$ cat src/rtl/hbdma_pkg.sv
package hbdma_pkg;

    typedef enum logic [2:0] {
        ST_IDLE  = 3'd0,
        ST_WAIT  = 3'd1,
        ST_READ  = 3'd2,
        ST_WRITE = 3'd3,
        ST_HOLD  = 3'd4
    } hb_state_t;

    localparam logic [2:0] REG_SRC_HI = 3'd0;
    localparam logic [2:0] REG_SRC_LO = 3'd1;
    localparam logic [2:0] REG_DST_HI = 3'd2;
    localparam logic [2:0] REG_DST_LO = 3'd3;
    localparam logic [2:0] REG_CTRL   = 3'd4;

    localparam int CTRL_MODE_BIT = 7;
    localparam int CNT_FIELD_W   = 7;

endpackage

$ cat src/rtl/hbdma_addr_ctr.sv
// Byte pointer: loadable per byte lane, post-incremented per byte moved.
module hbdma_addr_ctr #(
    parameter int ADDR_W = 16
) (
    input  logic              clk,
    input  logic              rst_n,
    input  logic              ld_hi,
    input  logic              ld_lo,
    input  logic [7:0]        wdata,
    input  logic              inc,
    output logic [ADDR_W-1:0] addr
);
    localparam int HI_W = ADDR_W - 8;

    always_ff @(posedge clk) begin
        if (!rst_n) begin
            addr <= '0;
        end else if (inc) begin
            addr <= addr + 1'b1;
        end else begin
            if (ld_hi) addr[ADDR_W-1:8] <= wdata[HI_W-1:0];
            if (ld_lo) addr[7:0]        <= wdata;
        end
    end
endmodule

$ cat src/rtl/hbdma_tail.sv
// Stall tail timer: loaded at chunk close, counts down while holding.
module hbdma_tail #(
    parameter int STALL_NORM = 8
) (
    input  logic clk,
    input  logic rst_n,
    input  logic start,
    input  logic dbl,
    input  logic run,
    output logic done
);
    localparam int STALL_LONG = STALL_NORM * 2;
    localparam int CW         = $clog2(STALL_LONG);
    localparam logic [CW-1:0] NORM_M1 = CW'(STALL_NORM - 1);
    localparam logic [CW-1:0] LONG_M1 = CW'(STALL_LONG - 1);

    logic [CW-1:0] cnt;

    always_ff @(posedge clk) begin
        if (!rst_n) begin
            cnt <= '0;
        end else if (start) begin
            cnt <= dbl ? LONG_M1 : NORM_M1;
        end else if (run && cnt != '0) begin
            cnt <= cnt - 1'b1;
        end
    end

    assign done = (cnt == '0);
endmodule

$ cat src/rtl/hbdma_seq.sv
// Chunk sequencer: arming, launch qualification, byte stepping, chunk count.
module hbdma_seq
    import hbdma_pkg::*;
#(
    parameter int BURST_LEN = 16,
    parameter int LINE_W    = 8,
    parameter int VIS_LINES = 144
) (
    input  logic              clk,
    input  logic              rst_n,
    input  logic              hblank,
    input  logic [LINE_W-1:0] line_num,
    input  logic              ctrl_we,
    input  logic [7:0]        ctrl_wdata,
    input  logic              tail_done,
    output hb_state_t         state,
    output logic              cfg_open,
    output logic              src_inc,
    output logic              dst_inc,
    output logic              chunk_close,
    output logic [CNT_FIELD_W:0] blk_left
);
    localparam int BC_W = $clog2(BURST_LEN);
    localparam logic [BC_W-1:0]   LAST_BYTE = BC_W'(BURST_LEN - 1);
    localparam logic [LINE_W-1:0] LINE_LIM  = LINE_W'(VIS_LINES);
    localparam int BLK_W = CNT_FIELD_W + 1;

    hb_state_t       nxt;
    logic [BC_W-1:0] bcnt;
    logic            mode_set;
    logic            launch;

    assign mode_set = ctrl_wdata[CTRL_MODE_BIT];
    assign launch   = (state == ST_WAIT) && !ctrl_we && hblank &&
                      (line_num < LINE_LIM) && (blk_left != '0);

    // state register
    always_ff @(posedge clk) begin
        if (!rst_n) state <= ST_IDLE;
        else        state <= nxt;
    end

    // transitions
    always_comb begin
        nxt = state;
        unique case (state)
            ST_IDLE:  if (ctrl_we && mode_set) nxt = ST_WAIT;
            ST_WAIT: begin
                if (ctrl_we && !mode_set) nxt = ST_IDLE;
                else if (launch)          nxt = ST_READ;
            end
            ST_READ:  nxt = ST_WRITE;
            ST_WRITE: nxt = (bcnt == LAST_BYTE) ? ST_HOLD : ST_READ;
            ST_HOLD: begin
                if (tail_done) nxt = (blk_left != '0) ? ST_WAIT : ST_IDLE;
            end
            default:  nxt = ST_IDLE;
        endcase
    end

    // outputs
    always_comb begin
        cfg_open    = 1'b0;
        src_inc     = 1'b0;
        dst_inc     = 1'b0;
        chunk_close = 1'b0;
        unique case (state)
            ST_IDLE, ST_WAIT: cfg_open = 1'b1;
            ST_READ:          src_inc  = 1'b1;
            ST_WRITE: begin
                dst_inc     = 1'b1;
                chunk_close = (bcnt == LAST_BYTE);
            end
            ST_HOLD:          ;
            default:          ;
        endcase
    end

    // byte index inside a chunk
    always_ff @(posedge clk) begin
        if (!rst_n)         bcnt <= '0;
        else if (launch)    bcnt <= '0;
        else if (dst_inc)   bcnt <= bcnt + 1'b1;
    end

    // remaining chunk count
    always_ff @(posedge clk) begin
        if (!rst_n) begin
            blk_left <= '0;
        end else if (ctrl_we && cfg_open && mode_set) begin
            blk_left <= BLK_W'({1'b0, ctrl_wdata[CNT_FIELD_W-1:0]}) + 1'b1;
        end else if (chunk_close) begin
            blk_left <= blk_left - 1'b1;
        end
    end
endmodule

$ cat src/rtl/hbdma_engine.sv
module hbdma_engine
    import hbdma_pkg::*;
#(
    parameter int ADDR_W     = 16,
    parameter int LINE_W     = 8,
    parameter int VIS_LINES  = 144,
    parameter int BURST_LEN  = 16,
    parameter int STALL_NORM = 8
) (
    input  logic              clk,
    input  logic              rst_n,
    input  logic              cfg_we,
    input  logic [2:0]        cfg_sel,
    input  logic [7:0]        cfg_wdata,
    output logic [7:0]        stat_rdata,
    input  logic              hblank,
    input  logic [LINE_W-1:0] line_num,
    input  logic              speed_dbl,
    output logic [ADDR_W-1:0] mem_addr,
    output logic              mem_rd,
    output logic              mem_wr,
    output logic [7:0]        mem_wdata,
    input  logic [7:0]        mem_rdata,
    output logic              cpu_stall
);
    hb_state_t         state;
    logic              cfg_open, src_inc, dst_inc, chunk_close, tail_done;
    logic [CNT_FIELD_W:0] blk_left;
    logic [CNT_FIELD_W:0] blk_m1;
    logic [ADDR_W-1:0] src_addr, dst_addr;
    logic              wr_ok;

    assign wr_ok = cfg_we && cfg_open;

    hbdma_seq #(
        .BURST_LEN (BURST_LEN),
        .LINE_W    (LINE_W),
        .VIS_LINES (VIS_LINES)
    ) u_seq (
        .clk         (clk),
        .rst_n       (rst_n),
        .hblank      (hblank),
        .line_num    (line_num),
        .ctrl_we     (cfg_we && cfg_sel == REG_CTRL),
        .ctrl_wdata  (cfg_wdata),
        .tail_done   (tail_done),
        .state       (state),
        .cfg_open    (cfg_open),
        .src_inc     (src_inc),
        .dst_inc     (dst_inc),
        .chunk_close (chunk_close),
        .blk_left    (blk_left)
    );

    hbdma_addr_ctr #(.ADDR_W(ADDR_W)) u_src (
        .clk   (clk),
        .rst_n (rst_n),
        .ld_hi (wr_ok && cfg_sel == REG_SRC_HI),
        .ld_lo (wr_ok && cfg_sel == REG_SRC_LO),
        .wdata (cfg_wdata),
        .inc   (src_inc),
        .addr  (src_addr)
    );

    hbdma_addr_ctr #(.ADDR_W(ADDR_W)) u_dst (
        .clk   (clk),
        .rst_n (rst_n),
        .ld_hi (wr_ok && cfg_sel == REG_DST_HI),
        .ld_lo (wr_ok && cfg_sel == REG_DST_LO),
        .wdata (cfg_wdata),
        .inc   (dst_inc),
        .addr  (dst_addr)
    );

    hbdma_tail #(.STALL_NORM(STALL_NORM)) u_tail (
        .clk   (clk),
        .rst_n (rst_n),
        .start (chunk_close),
        .dbl   (speed_dbl),
        .run   (state == ST_HOLD),
        .done  (tail_done)
    );

    // memory port and stall decode
    always_comb begin
        mem_rd    = 1'b0;
        mem_wr    = 1'b0;
        mem_addr  = src_addr;
        cpu_stall = 1'b0;
        unique case (state)
            ST_READ: begin
                mem_rd    = 1'b1;
                cpu_stall = 1'b1;
            end
            ST_WRITE: begin
                mem_wr    = 1'b1;
                mem_addr  = dst_addr;
                cpu_stall = 1'b1;
            end
            ST_HOLD:          cpu_stall = 1'b1;
            ST_IDLE, ST_WAIT: ;
            default:          ;
        endcase
    end

    assign mem_wdata  = mem_rdata;
    assign blk_m1     = blk_left - 1'b1;
    assign stat_rdata = {state != ST_IDLE, blk_m1[CNT_FIELD_W-1:0]};
endmodule

$ cat config.mk
export PLATFORM = sky130hd
export DESIGN_NAME = hbdma_engine
export DESIGN_NICKNAME = d
export VERILOG_FILES = /design/src/rtl/hbdma_pkg.sv /design/src/rtl/hbdma_addr_ctr.sv /design/src/rtl/hbdma_tail.sv /design/src/rtl/hbdma_seq.sv /design/src/rtl/hbdma_engine.sv
export SDC_FILE = /design/constraint.sdc
export NUM_CORES = 1
export LEC_CHECK = 0
export CAP_MARGIN = 10
export CORE_MARGIN = 8
export CORE_UTILIZATION = 35
export DETAILED_ROUTE_END_ITERATION = 12
export DONT_BUFFER_PORTS = 1
export SETUP_SLACK_MARGIN = 0.02
export SLEW_MARGIN = 15
export SYNTH_ARGS = -nofsm -noshare
export SYNTH_HDL_FRONTEND = slang
export SYNTH_SLANG_ARGS = --single-unit
$ cat constraint.sdc
create_clock -name clk -period 2.3 [get_ports clk]
set_input_delay 0.46 -clock clk [delete_from_list [all_inputs] [get_ports clk]]
set_output_delay 0.46 -clock clk [all_outputs]
set_load 0.05 [all_outputs]
==> flow_summary.yaml <==
sta:
  setup-violations-final: 0
  finalHoldViolCount: 0
  drv_slew: 0
  period_minus_slack_ns: 2.24
  fmax_ghz: 0.446
  rsz0062_at_grt: "true"
  tightest_slew_ns: 0.599
  fin_setup_tns_ns: 0
  hold_ws_ns: 0.267
  timing.slew.headroom: 0.600
  min_period_over_period: 0.976
  skew_ns: 0.00567
pwr:
  p_leak_nw: 1.49
  p_per_area_nw_per_um2: 477
  power.ir.vdd_worst_v: 0.000247
global_route:
  antenna_found_initial: 0
  grt_max_degree: 34
  overflow: 0
  track_usage: 0.172
  grt_pass1_wl_um: 18400
  grt_pass1_vias: 3599
place:
  routabilityCongestion: 0.911
  place_inst: 612
  io_buffer_count: 0
  dp.final_hpwl_um: 8220
die:
  die-area_sq_um: 13300
  start_util: 0.356
  die_w_um: 115
  rows: 36
  core_area_sq_um: 9680
  die_h_um: 115
  ios: 67
cells_and_area:
  finalNetCount: 527
  multi_input_area_sq_um: 2270
  area_growth_pct: 22.5
  drive_gt1_frac: 0.174
  utilization: 0.437
  finalNonFillerCells: 622
  seqCellArea_sq_um: 1030
  fillers: 961
  antennaDiodeCount: 0
drt:
  drt_iter0_markers: 332
  drc: 0
  wl_um: 11400
  drtPass1Iterations: 5
  viasPerCell: 5.99
  via_count: 3727
  drtAntennaViolNets: 0
  wire_per_inst_um: 18.3
clock_tree:
  clock_latency_ns: 0.30
  cts_root_buf: "clkbuf_8"
  cts_hold_buf: 0
  cts_tree: "built"
  path_clk_slew_ns: 0.10
  cts_buffers: 5
  clkSinkCount: 51
  htreeDepth: 2
  cts.path.max_buffers: 2
logic_synthesis:
  yosysTopAreaCell: "dfxtp_1"
  synth.most_common_cell: "nand2_1"
  syn-cell-area_sq_um: 3450
  seq_area_frac_synth: 0.296
  synth-edff-count: 0
  yosysWarnings: 0
  synth_ff_type: "dfxtp_1"
  synth_cell_type_count: 62
  synth_top_area_frac: 0.296
  synth_area_leaders: "dfxtp_1, nand2_1, a21oi_1, nand4_1, nor2_1"
  synth-seq-cells: 51
  netlist_instances: 469
  async_reset_ff_frac: 0
  syn-num-nets: 508
  synth.avg_cell_area_sq_um: 7.36
  synthTopCellsByCount: "nand2_1, dfxtp_1, a21oi_1"
hold_path:
  hold_path_class: "input port to flip-flop"
critical_path:
  required_ns: 1.84
  path_delay_family: "simple AND/OR/NAND/NOR gates"
  worstPathArrival_ns: 1.78
  endpoint_kind: "primary output"
  worstSetupPathType: "flip-flop to primary output"
  startpoint_type: "flip-flop"
  cp_num_buf_inv: 2
  max_stage_delay_ns: 0.40
  r2r_setup_slack_ns: 0.29
  worstPathMaxFanout: 4
  slowest_stage: "or3b_4"
  cp_cell_sequence: "clkinvlp_4 -> ha_4 -> or3b_4 -> nor2_4 -> xor2_4 -> buf_12"
status:
  status: "completed"
run:
  cap_viol_max_count: 0
## placed cells by master (no fill, tap or decap), types with 6 or more instances in the layout
| cell | n |
|---|---|
| o21ai_0 | 17 |
| inv_1 | 13 |
| and3_1 | 9 |
| buf_12 | 17 |
| nor2_1 | 29 |
| nor3_1 | 14 |
| or4_1 | 7 |
| nand4_1 | 18 |
| xnor2_1 | 11 |
| nor4_1 | 12 |
| buf_4 | 30 |
| nand2_1 | 74 |
| a21oi_1 | 31 |
| a31oi_1 | 12 |
| a211oi_1 | 9 |
| nand3_1 | 22 |
| dfxtp_1 | 48 |
| ha_1 | 6 |
| clkbuf_8 | 7 |
| o311ai_0 | 6 |
## area by class of cell
| type | count | area share |
|---|---|---|
| clock buffer | 8 | 0.0237 |
| inverter | 16 | 0.0151 |
| multi-input combinational | 364 | 0.537 |
| sequential | 51 | 0.243 |
| tap | 133 | 0.0394 |
| timing repair buffer | 50 | 0.142 |
## path summary, 6_finish.rpt
check | startpoint | endpoint | depth (start not counted)
worst min register to register | u_seq.bcnt[1]$_SDFFE_PP0P_ | u_seq.bcnt[1]$_SDFFE_PP0P_ | 2
worst max register to register | u_seq.blk_left[2]$_SDFFE_PN0P_ | u_seq.state[0]$_SDFFE_PN0P_ | 5
worst min-delay path | rst_n | u_tail.cnt[1]$_SDFFE_PN0P_ | 1
worst max-delay path | u_seq.blk_left[0]$_SDFFE_PN0P_ | stat_rdata[6] | 6
## kinds of logic after synthesis
logic type	count (synthesis)	synth area share
XOR/XNOR	19	0.0482
adder cells (fa/ha/maj)	7	0.0254
AND/OR/NAND/NOR	223	0.336
multiplexers	2	0.00616
AO/OA/AOI/OAI	113	0.218
flip-flops	51	0.296
buffers and inverters	54	0.0700
## worst register-to-register path: cells and delay by family, from the launching register on
family	cells	cell delay, ns
DFF	1	0.37
buffers and inverters	1	0.19
AOI/OAI and AO/OA	2	0.44
and+or+nand+nor	2	0.93
## registers in the layout, indices dropped and copies added, names as in the netlist
register        count
u_dst.addr         16
u_src.addr         16
u_seq.blk_left      8
u_seq.bcnt          4
u_tail.cnt          4
u_seq.state         3
## timing repair
action                                  CTS  global route
pin swaps                                 1             2
endpoints found under the setup margin    4            19
buffers inserted                          0             2
cloned                                    0             0
resized for setup                         8             6
## per-stage QoR
stage	worst slack, ns	instance area, sq um	power (mW)
after floorplan	-0.174	3510	1.32
after global placement	0.166	4070	1.43
after detailed placement	0.127	4070	1.44
after CTS	0.0231	4190	2.02
after global routing	0.00285	4230	2.09
final	0.0560	4230	2.01
## power by group
| group | leakage (nW) | total [mW] | internal, mW | switching, mW |
|---|---|---|---|---|
| clock | 0.0515 | 0.589 | 0.276 | 0.313 |
| sequential | 0.414 | 0.950 | 0.911 | 0.0385 |
| combinational | 1.03 | 0.476 | 0.193 | 0.283 |
## per-layer routing
layer	share of wire	track usage	vias up	wire length [um]
met5	0	0	-	0
met4	0.012	0.0464	0	139
met3	0.088	0.0462	12	1000
met2	0.46	0.278	161	5180
met1	0.44	0.218	1783	5050
li1	-	-	1771	-
No activity file was read; power rests on OpenSTA's default activity.
